===== src/rtl/tap_pkg.sv =====
package tap_pkg;
   typedef enum logic [3:0] {
      ST_TLR   = 4'hF, ST_RTI   = 4'hC,
      ST_SELDR = 4'h7, ST_CAPDR = 4'h6, ST_SHDR  = 4'h2, ST_EX1DR = 4'h1,
      ST_PSDR  = 4'h3, ST_EX2DR = 4'h0, ST_UPDR  = 4'h5,
      ST_SELIR = 4'h4, ST_CAPIR = 4'hE, ST_SHIR  = 4'hA, ST_EX1IR = 4'h9,
      ST_PSIR  = 4'hB, ST_EX2IR = 4'h8, ST_UPIR  = 4'hD
   } tap_st_e;
endpackage


===== src/rtl/tap_fsm.sv =====
module tap_fsm
   import tap_pkg::*;
(
   input  logic    tck,
   input  logic    arst_n,
   input  logic    tms,
   output tap_st_e state
);
   tap_st_e nxt;

   always_comb begin
      case (state)
         ST_TLR:   nxt = tms ? ST_TLR   : ST_RTI;
         ST_RTI:   nxt = tms ? ST_SELDR : ST_RTI;
         ST_SELDR: nxt = tms ? ST_SELIR : ST_CAPDR;
         ST_CAPDR: nxt = tms ? ST_EX1DR : ST_SHDR;
         ST_SHDR:  nxt = tms ? ST_EX1DR : ST_SHDR;
         ST_EX1DR: nxt = tms ? ST_UPDR  : ST_PSDR;
         ST_PSDR:  nxt = tms ? ST_EX2DR : ST_PSDR;
         ST_EX2DR: nxt = tms ? ST_UPDR  : ST_SHDR;
         ST_UPDR:  nxt = tms ? ST_SELDR : ST_RTI;
         ST_SELIR: nxt = tms ? ST_TLR   : ST_CAPIR;
         ST_CAPIR: nxt = tms ? ST_EX1IR : ST_SHIR;
         ST_SHIR:  nxt = tms ? ST_EX1IR : ST_SHIR;
         ST_EX1IR: nxt = tms ? ST_UPIR  : ST_PSIR;
         ST_PSIR:  nxt = tms ? ST_EX2IR : ST_PSIR;
         ST_EX2IR: nxt = tms ? ST_UPIR  : ST_SHIR;
         ST_UPIR:  nxt = tms ? ST_SELDR : ST_RTI;
         default:  nxt = ST_TLR;
      endcase
   end

   always_ff @(posedge tck or negedge arst_n) begin
      if (!arst_n) state <= ST_TLR;
      else         state <= nxt;
   end
endmodule


===== src/rtl/tap_regs.sv =====
module tap_regs
   import tap_pkg::*;
#(
   parameter int IR_W = 4
) (
   input  logic            tck,
   input  logic            arst_n,
   input  tap_st_e         state,
   input  logic            tdi,
   output logic [IR_W-1:0] instr,
   output logic            tdo,
   output logic            tdo_en
);
   localparam logic [IR_W-1:0] BYPASS_CODE = '1;
   localparam logic [IR_W-1:0] CAPT_CODE   = IR_W'(1);

   logic [IR_W-1:0] ir_sh;
   logic            byp_q;

   always_ff @(posedge tck or negedge arst_n) begin
      if (!arst_n) begin
         ir_sh <= CAPT_CODE;
         instr <= BYPASS_CODE;
         byp_q <= 1'b0;
      end else begin
         case (state)
            ST_TLR:   instr <= BYPASS_CODE;
            ST_CAPIR: ir_sh <= CAPT_CODE;
            ST_SHIR:  ir_sh <= {tdi, ir_sh[IR_W-1:1]};
            ST_UPIR:  instr <= ir_sh;
            ST_CAPDR: byp_q <= 1'b0;
            ST_SHDR:  byp_q <= tdi;
            default: ;
         endcase
      end
   end

   always_ff @(negedge tck or negedge arst_n) begin
      if (!arst_n) begin
         tdo    <= 1'b0;
         tdo_en <= 1'b0;
      end else begin
         tdo_en <= (state == ST_SHDR) || (state == ST_SHIR);
         if (state == ST_SHIR)      tdo <= ir_sh[0];
         else if (state == ST_SHDR) tdo <= byp_q;
      end
   end
endmodule


===== src/rtl/pad_share_mux.sv =====
module pad_share_mux #(
   parameter int N_PADS   = 3,
   parameter int DOUT_PAD = 2
) (
   input  logic              owned,
   input  logic              tdo,
   input  logic              tdo_en,
   input  logic [N_PADS-1:0] usr_do,
   input  logic [N_PADS-1:0] usr_oe,
   output logic [N_PADS-1:0] pad_do,
   output logic [N_PADS-1:0] pad_oe,
   output logic [N_PADS-1:0] pad_sel
);
   for (genvar i = 0; i < N_PADS; i++) begin : g_pad
      logic t_do, t_oe;
      if (i == DOUT_PAD) begin : g_out
         assign t_do = tdo;
         assign t_oe = tdo_en;
      end else begin : g_in
         assign t_do = 1'b0;
         assign t_oe = 1'b0;
      end
      assign pad_sel[i] = owned;
      assign pad_do[i]  = owned ? t_do : usr_do[i];
      assign pad_oe[i]  = owned ? t_oe : usr_oe[i];
   end
endmodule


===== src/rtl/shared_tap.sv =====
module shared_tap
   import tap_pkg::*;
#(
   parameter int IR_W         = 4,
   parameter int N_PADS       = 3,
   parameter int CLK_PAD      = 0,
   parameter int DIN_PAD      = 1,
   parameter int DOUT_PAD     = 2,
   parameter bit TRST_PRESENT = 1'b1
) (
   input  logic              tck,
   input  logic              rst_n,
   input  logic              tms,
   input  logic              tdi,
   input  logic              trst_n,
   input  logic              trst_use,
   input  logic              flex_mode,
   input  logic [N_PADS-1:0] usr_do,
   input  logic [N_PADS-1:0] usr_oe,
   output logic [N_PADS-1:0] pad_do,
   output logic [N_PADS-1:0] pad_oe,
   output logic [N_PADS-1:0] pad_sel,
   output logic [3:0]        tap_state,
   output logic              test_owned,
   output logic [IR_W-1:0]   instr,
   output logic              tdo_en
);
   if (IR_W < 2) begin : g_bad_ir
      $error("shared_tap: IR_W must be at least 2");
   end
   if (N_PADS < 3 || CLK_PAD >= N_PADS || DIN_PAD >= N_PADS || DOUT_PAD >= N_PADS) begin : g_bad_pad
      $error("shared_tap: pad index out of range");
   end
   if (CLK_PAD == DIN_PAD || CLK_PAD == DOUT_PAD || DIN_PAD == DOUT_PAD) begin : g_dup_pad
      $error("shared_tap: pad indices must differ");
   end

   logic    tap_arst_n;
   tap_st_e st;
   logic    tdo_q;

   if (TRST_PRESENT) begin : g_trst
      assign tap_arst_n = rst_n & (trst_n | ~trst_use);
   end else begin : g_no_trst
      assign tap_arst_n = rst_n;
   end

   tap_fsm u_fsm (
      .tck    (tck),
      .arst_n (tap_arst_n),
      .tms    (tms),
      .state  (st)
   );

   tap_regs #(.IR_W(IR_W)) u_regs (
      .tck    (tck),
      .arst_n (tap_arst_n),
      .state  (st),
      .tdi    (tdi),
      .instr  (instr),
      .tdo    (tdo_q),
      .tdo_en (tdo_en)
   );

   assign tap_state  = st;
   assign test_owned = !flex_mode || (st != ST_TLR);

   pad_share_mux #(.N_PADS(N_PADS), .DOUT_PAD(DOUT_PAD)) u_mux (
      .owned   (test_owned),
      .tdo     (tdo_q),
      .tdo_en  (tdo_en),
      .usr_do  (usr_do),
      .usr_oe  (usr_oe),
      .pad_do  (pad_do),
      .pad_oe  (pad_oe),
      .pad_sel (pad_sel)
   );
endmodule


===== config.mk =====
export PLATFORM = sky130hd
export DESIGN_NAME = shared_tap
export DESIGN_NICKNAME = d
export VERILOG_FILES = /design/src/rtl/tap_pkg.sv /design/src/rtl/tap_fsm.sv /design/src/rtl/tap_regs.sv /design/src/rtl/pad_share_mux.sv /design/src/rtl/shared_tap.sv
export SDC_FILE = /design/constraint.sdc
export NUM_CORES = 1
export LEC_CHECK = 0
export ABC_AREA = 1
export CORE_MARGIN = 1
export CORE_UTILIZATION = 50
export DETAILED_ROUTE_END_ITERATION = 7
export DONT_BUFFER_PORTS = 1
export PLACE_DENSITY = 0.72
export SLEW_MARGIN = 20
export SYNTH_ARGS = -nofsm -noshare
export SYNTH_HDL_FRONTEND = slang
export SYNTH_SLANG_ARGS = --single-unit

===== constraint.sdc =====
create_clock -name tck -period 1.6 [get_ports tck]
set_input_delay 0.32 -clock tck [delete_from_list [all_inputs] [get_ports tck]]
set_output_delay 0.32 -clock tck [all_outputs]
set_load 0.02 [all_outputs]

---- After elaboration in Yosys (flattened, before gate mapping) ----
Index checks and enable logic that the tools add are counted.
storage, ports and cells
  flip-flop bits (word level) ............. 15
  word-level logic and storage cells ...... 60
cells by class
  equal/unequal tests ..................... 16
  mux-type cells .......................... 24
  bitwise gates (word level) .............. 3
  reduce and logical (&&, ||, !) cells .... 11
operators with widths
  kind                  number
  $pmux W4 S12          1
  $eq A4 B4 Y1 const B  8
  $eq A4 B3 Y1 const B  4
  $pmux W4 S2           2
  $mux W2               6
  $mux W3               4
  $mux W1               9
  $eq A4 B2 Y1 const B  2
  $reduce_bool A2 Y1    4
  $eq A4 B1 Y1 const B  1
  $logic_not A4 Y1      1
  $mux W4               1
  $ne A4 B4 Y1 const B  1
  $reduce_or A2 Y1      2
  $reduce_or A3 Y1      1
  $logic_or A1 B1 Y1    2
  $pmux W1 S2           1
  $and A1 B1 Y1         1
  $logic_not A1 Y1      1
  $not A1 Y1            1
  $or A1 B1 Y1          1

---- Longest topological paths before layout ----
Gate-level depths: netlist (run 1).
  word-level depth ........................ 3
  depth in mapped cells ................... 9
  mapped depth without buffers ............ 8

---- By module ----
Synthesis (run 1) repeated with hierarchy kept, for this count alone.
second synthesis, totals
  cell total of the unflattened synthesis .. 131
  area, all modules ....................... 907.1 um2
modules (own cells, without submodules)
  module         instances  cells each  area each (um2)  sequential area each (um2)
  tap_regs       1          58          504.2            281.5
  tap_fsm        1          47          290.3            105.1
  pad_share_mux  1          18          78.8             0.0
  shared_tap     1          8           33.8             0.0

==> run summary, run 1 <==
Max clock buf depth: 2
crit path launch type: flip-flop
crit path kind: flip-flop to primary output
Fillers: 89
via count: 910
failing checks: setup timing
# setup viols final: 13
Final Skew: 0.00402 ns
Max Fanout on Critical Path: 2
drt first pass iters: 5
multiplexer area fraction after synthesis: 0
first-pass GRT wire length: 3.66 mm
final worst slack: -0.447 ns
clk sinks: 15
Residual DRC: 0
mean area per synthesized cell: 8.21 µm²
Slew Limit Headroom: 0.747
setup slack at placement: -0.270 ns
std cell rows: 14
Max H-tree Level: 1
maximum VDD drop: 1500 µV
vias per cell: 5.52
Reg clk slew, reported paths: 0.08 ns
Avg WL per Cell: 15.7 µm
WP data required: 1.28 ns
unrepaired setup endpoints after global routing: yes
Worst path max stage delay: 0.40 ns
nets: 155
hold_sp: tms
largest family of logic cells by synthesized area: simple AND/OR/NAND/NOR gates
power per cell area: 2330 nW/µm²
WL final: 2.59 mm
Skew-Pair Late Insertion Delay: 0.28 ns
Routability Congestion: 0.858
Worst Hold Class: primary input to flip-flop
final hold violation count: 0
Ys Warns: 0
Synth Area in Simple Gates: 0.339
status: complete, but fails checks
die area: 1980 µm²
slowest CP cell: dfrtn_1
# IOs: 32
n_diodes: 0
reg-to-reg endpoint: u_regs.tdo
TritonCTS Buffers: 3
sequential cell area fraction in the yosys report: 0.428
post-DP HPWL: 1.53 mm
CP cell instances: inv_2 > a21oi_4
WP data arrival: 1.73 ns
total gr overflow: 0
number of synthesized register bits: 15
max_cap viols: 0
setup tns final: -4.02 ns
Synth Cell Area: 903 µm²
Post-Synthesis Cells: 110
chip width: 44.5 µm
largest net degree at the start of global routing: 11
worst r2r src: u_fsm.state[1]
XOR/XNOR share of the synthesized area: 0
initial drt markers: 35
hold slack: 0.165 ns
Crit path buffers/inverters: 1
Placeable Area: 1590 µm²
Crit path max-delay family: flip-flops
compound-gate portion of the synthesized area: 0.108
number of global-route vias before repair: 883
Starting Density: 0.567
post-route ant nets: 0
Overall Global Routing Usage: 0.260
worst reg-to-reg path cell count: 6
leakage: 0.653 nW
distinct cell type count after synthesis: 22
R2R setup slack: -0.40 ns
syn nets: 123
IO Port Bufs: 0
layout cells sized above 1: 0.539
CTS tree: done
root buffer cell: clkbuf_4
Crit. End Element: primary output
initial antenna violation count: 0
worst min-delay path endpoint: u_fsm.state[0]
Final Power: 0.00314 W
Layout area overhead: 49.3%
Slew Limit Fails: 0
Adder-Cell Fraction of Synth Area: 0
Die Y: 44.5 µm
Least-Margin Pin Slew: 0.378 ns
Hold Path Depth: 2
worst max path at each step:
stage                    from    endpoint  slack [ns]  depth (start not counted)
3_3_place_gp   u_fsm.state[1]  u_regs.tdo       -0.23                          5
3_5_place_dp   u_fsm.state[3]  u_regs.tdo       -0.27                          5
5_1_grt            u_regs.tdo   pad_do[2]       -0.48                          2
4_1_cts            u_regs.tdo   pad_do[2]       -0.45                          2
2_1_floorplan  u_fsm.state[1]  u_regs.tdo       -0.42                          6
6_report           u_regs.tdo   pad_do[2]       -0.45                          2
Yosys cell counts (all sizes together):
library cell  count  area (µm²)
o22ai             3        18.8
dfrtp             4         100
a21oi             1        8.76
inv              18        67.6
dfrtn             2        50.1
o21ai             9        45.0
buf               5        45.0
nand2            33         159
o22a              1        8.76
a21boi            1        7.51
nor2             15         108
o2111ai           1        8.76
nand3             8        40.0
dfstp             9         236
through the flow:
stage          std cells  utilization  instance area, µm²
2_1_floorplan        110            -                 977
3_3_place_gp         148        0.693                1100
3_5_place_dp         148        0.693                1100
4_1_cts              159        0.783                1250
5_1_grt              165        0.846                1350
6_report             165        0.846                1350
final cells by class:
class | count | area, µm² | area share
multi-input cells | 73 | 515 | 0.382
flip-flops and latches | 15 | 387 | 0.287
repair buffers | 31 | 313 | 0.232
inverters | 18 | 77.6 | 0.0575
well taps | 24 | 30.0 | 0.0223
clock buffers | 4 | 26.3 | 0.0195
cells in the final DEF (no fill, tap or decap):
cell / synthesis / layout
dfrtn_1: 2 / 2
inv_2: 6 / 4
a21oi_4: 0 / 1
buf_12: 0 / 2
o22ai_2: 0 / 1
inv_4: 0 / 2
bufbuf_16: 0 / 1
dfstp_2: 9 / 9
buf_4: 3 / 21
inv_6: 0 / 1
clkbuf_1: 0 / 1
nand2_1: 27 / 25
nor2_4: 3 / 8
o21ai_1: 3 / 3
o22ai_1: 3 / 2
buf_6: 2 / 6
o2111ai_1: 1 / 1
buf_8: 0 / 1
nor2_8: 1 / 1
nand2_2: 2 / 3
nor2_2: 5 / 5
dfrtp_1: 4 / 4
o22a_1: 1 / 1
inv_1: 12 / 11
o21ai_0: 6 / 6
nor2_1: 6 / 1
clkbuf_4: 0 / 3
nand2_4: 4 / 2
a21boi_2: 0 / 1
nand3_1: 8 / 8
nand2_8: 0 / 4
logic make-up after synthesis:
kind of cell | after synthesis
buf+inv | 23
flops | 15
simple gates | 56
compound gates | 16
report_power, final:
part           switching, W  internal, W  total (W)  leakage [nW]
combinational       0.00109     0.000953    0.00204         0.465
clock              0.000115    0.0000969   0.000212        0.0150
sequential         0.000232     0.000654   0.000887         0.174
total               0.00143      0.00170    0.00314         0.653
routing by layer:
layer,vias to the layer above,global-route usage,wire length (µm)
met5,-,0,0
met4,0,0.0970,102
met3,17,0.102,271
met2,73,0.456,1310
met1,412,0.282,905
li1,408,-,-
flip-flops by register name, indices dropped and copies added (netlist names):
| name | flops |
|---|---|
| u_fsm.state | 4 |
| u_regs.byp_q | 1 |
| u_regs.instr | 4 |
| u_regs.ir_sh | 4 |
| u_regs.tdo | 1 |
| u_regs.tdo_en | 1 |
timing repair:
action	CTS	global route
cloned	2	0
resized for setup	9	10
hold buffers	0	0
buffers inserted	5	6
pin swaps	3	8
setup endpoints to repair	13	14
Power figures use the tool's default switching activity.
==> run 2, diff against run 1 <==
Settings changed: SLEW_MARGIN 20 to 0.
==> results of run 2 <==
Final layout, timing and power as in run 1 (identical DEF).
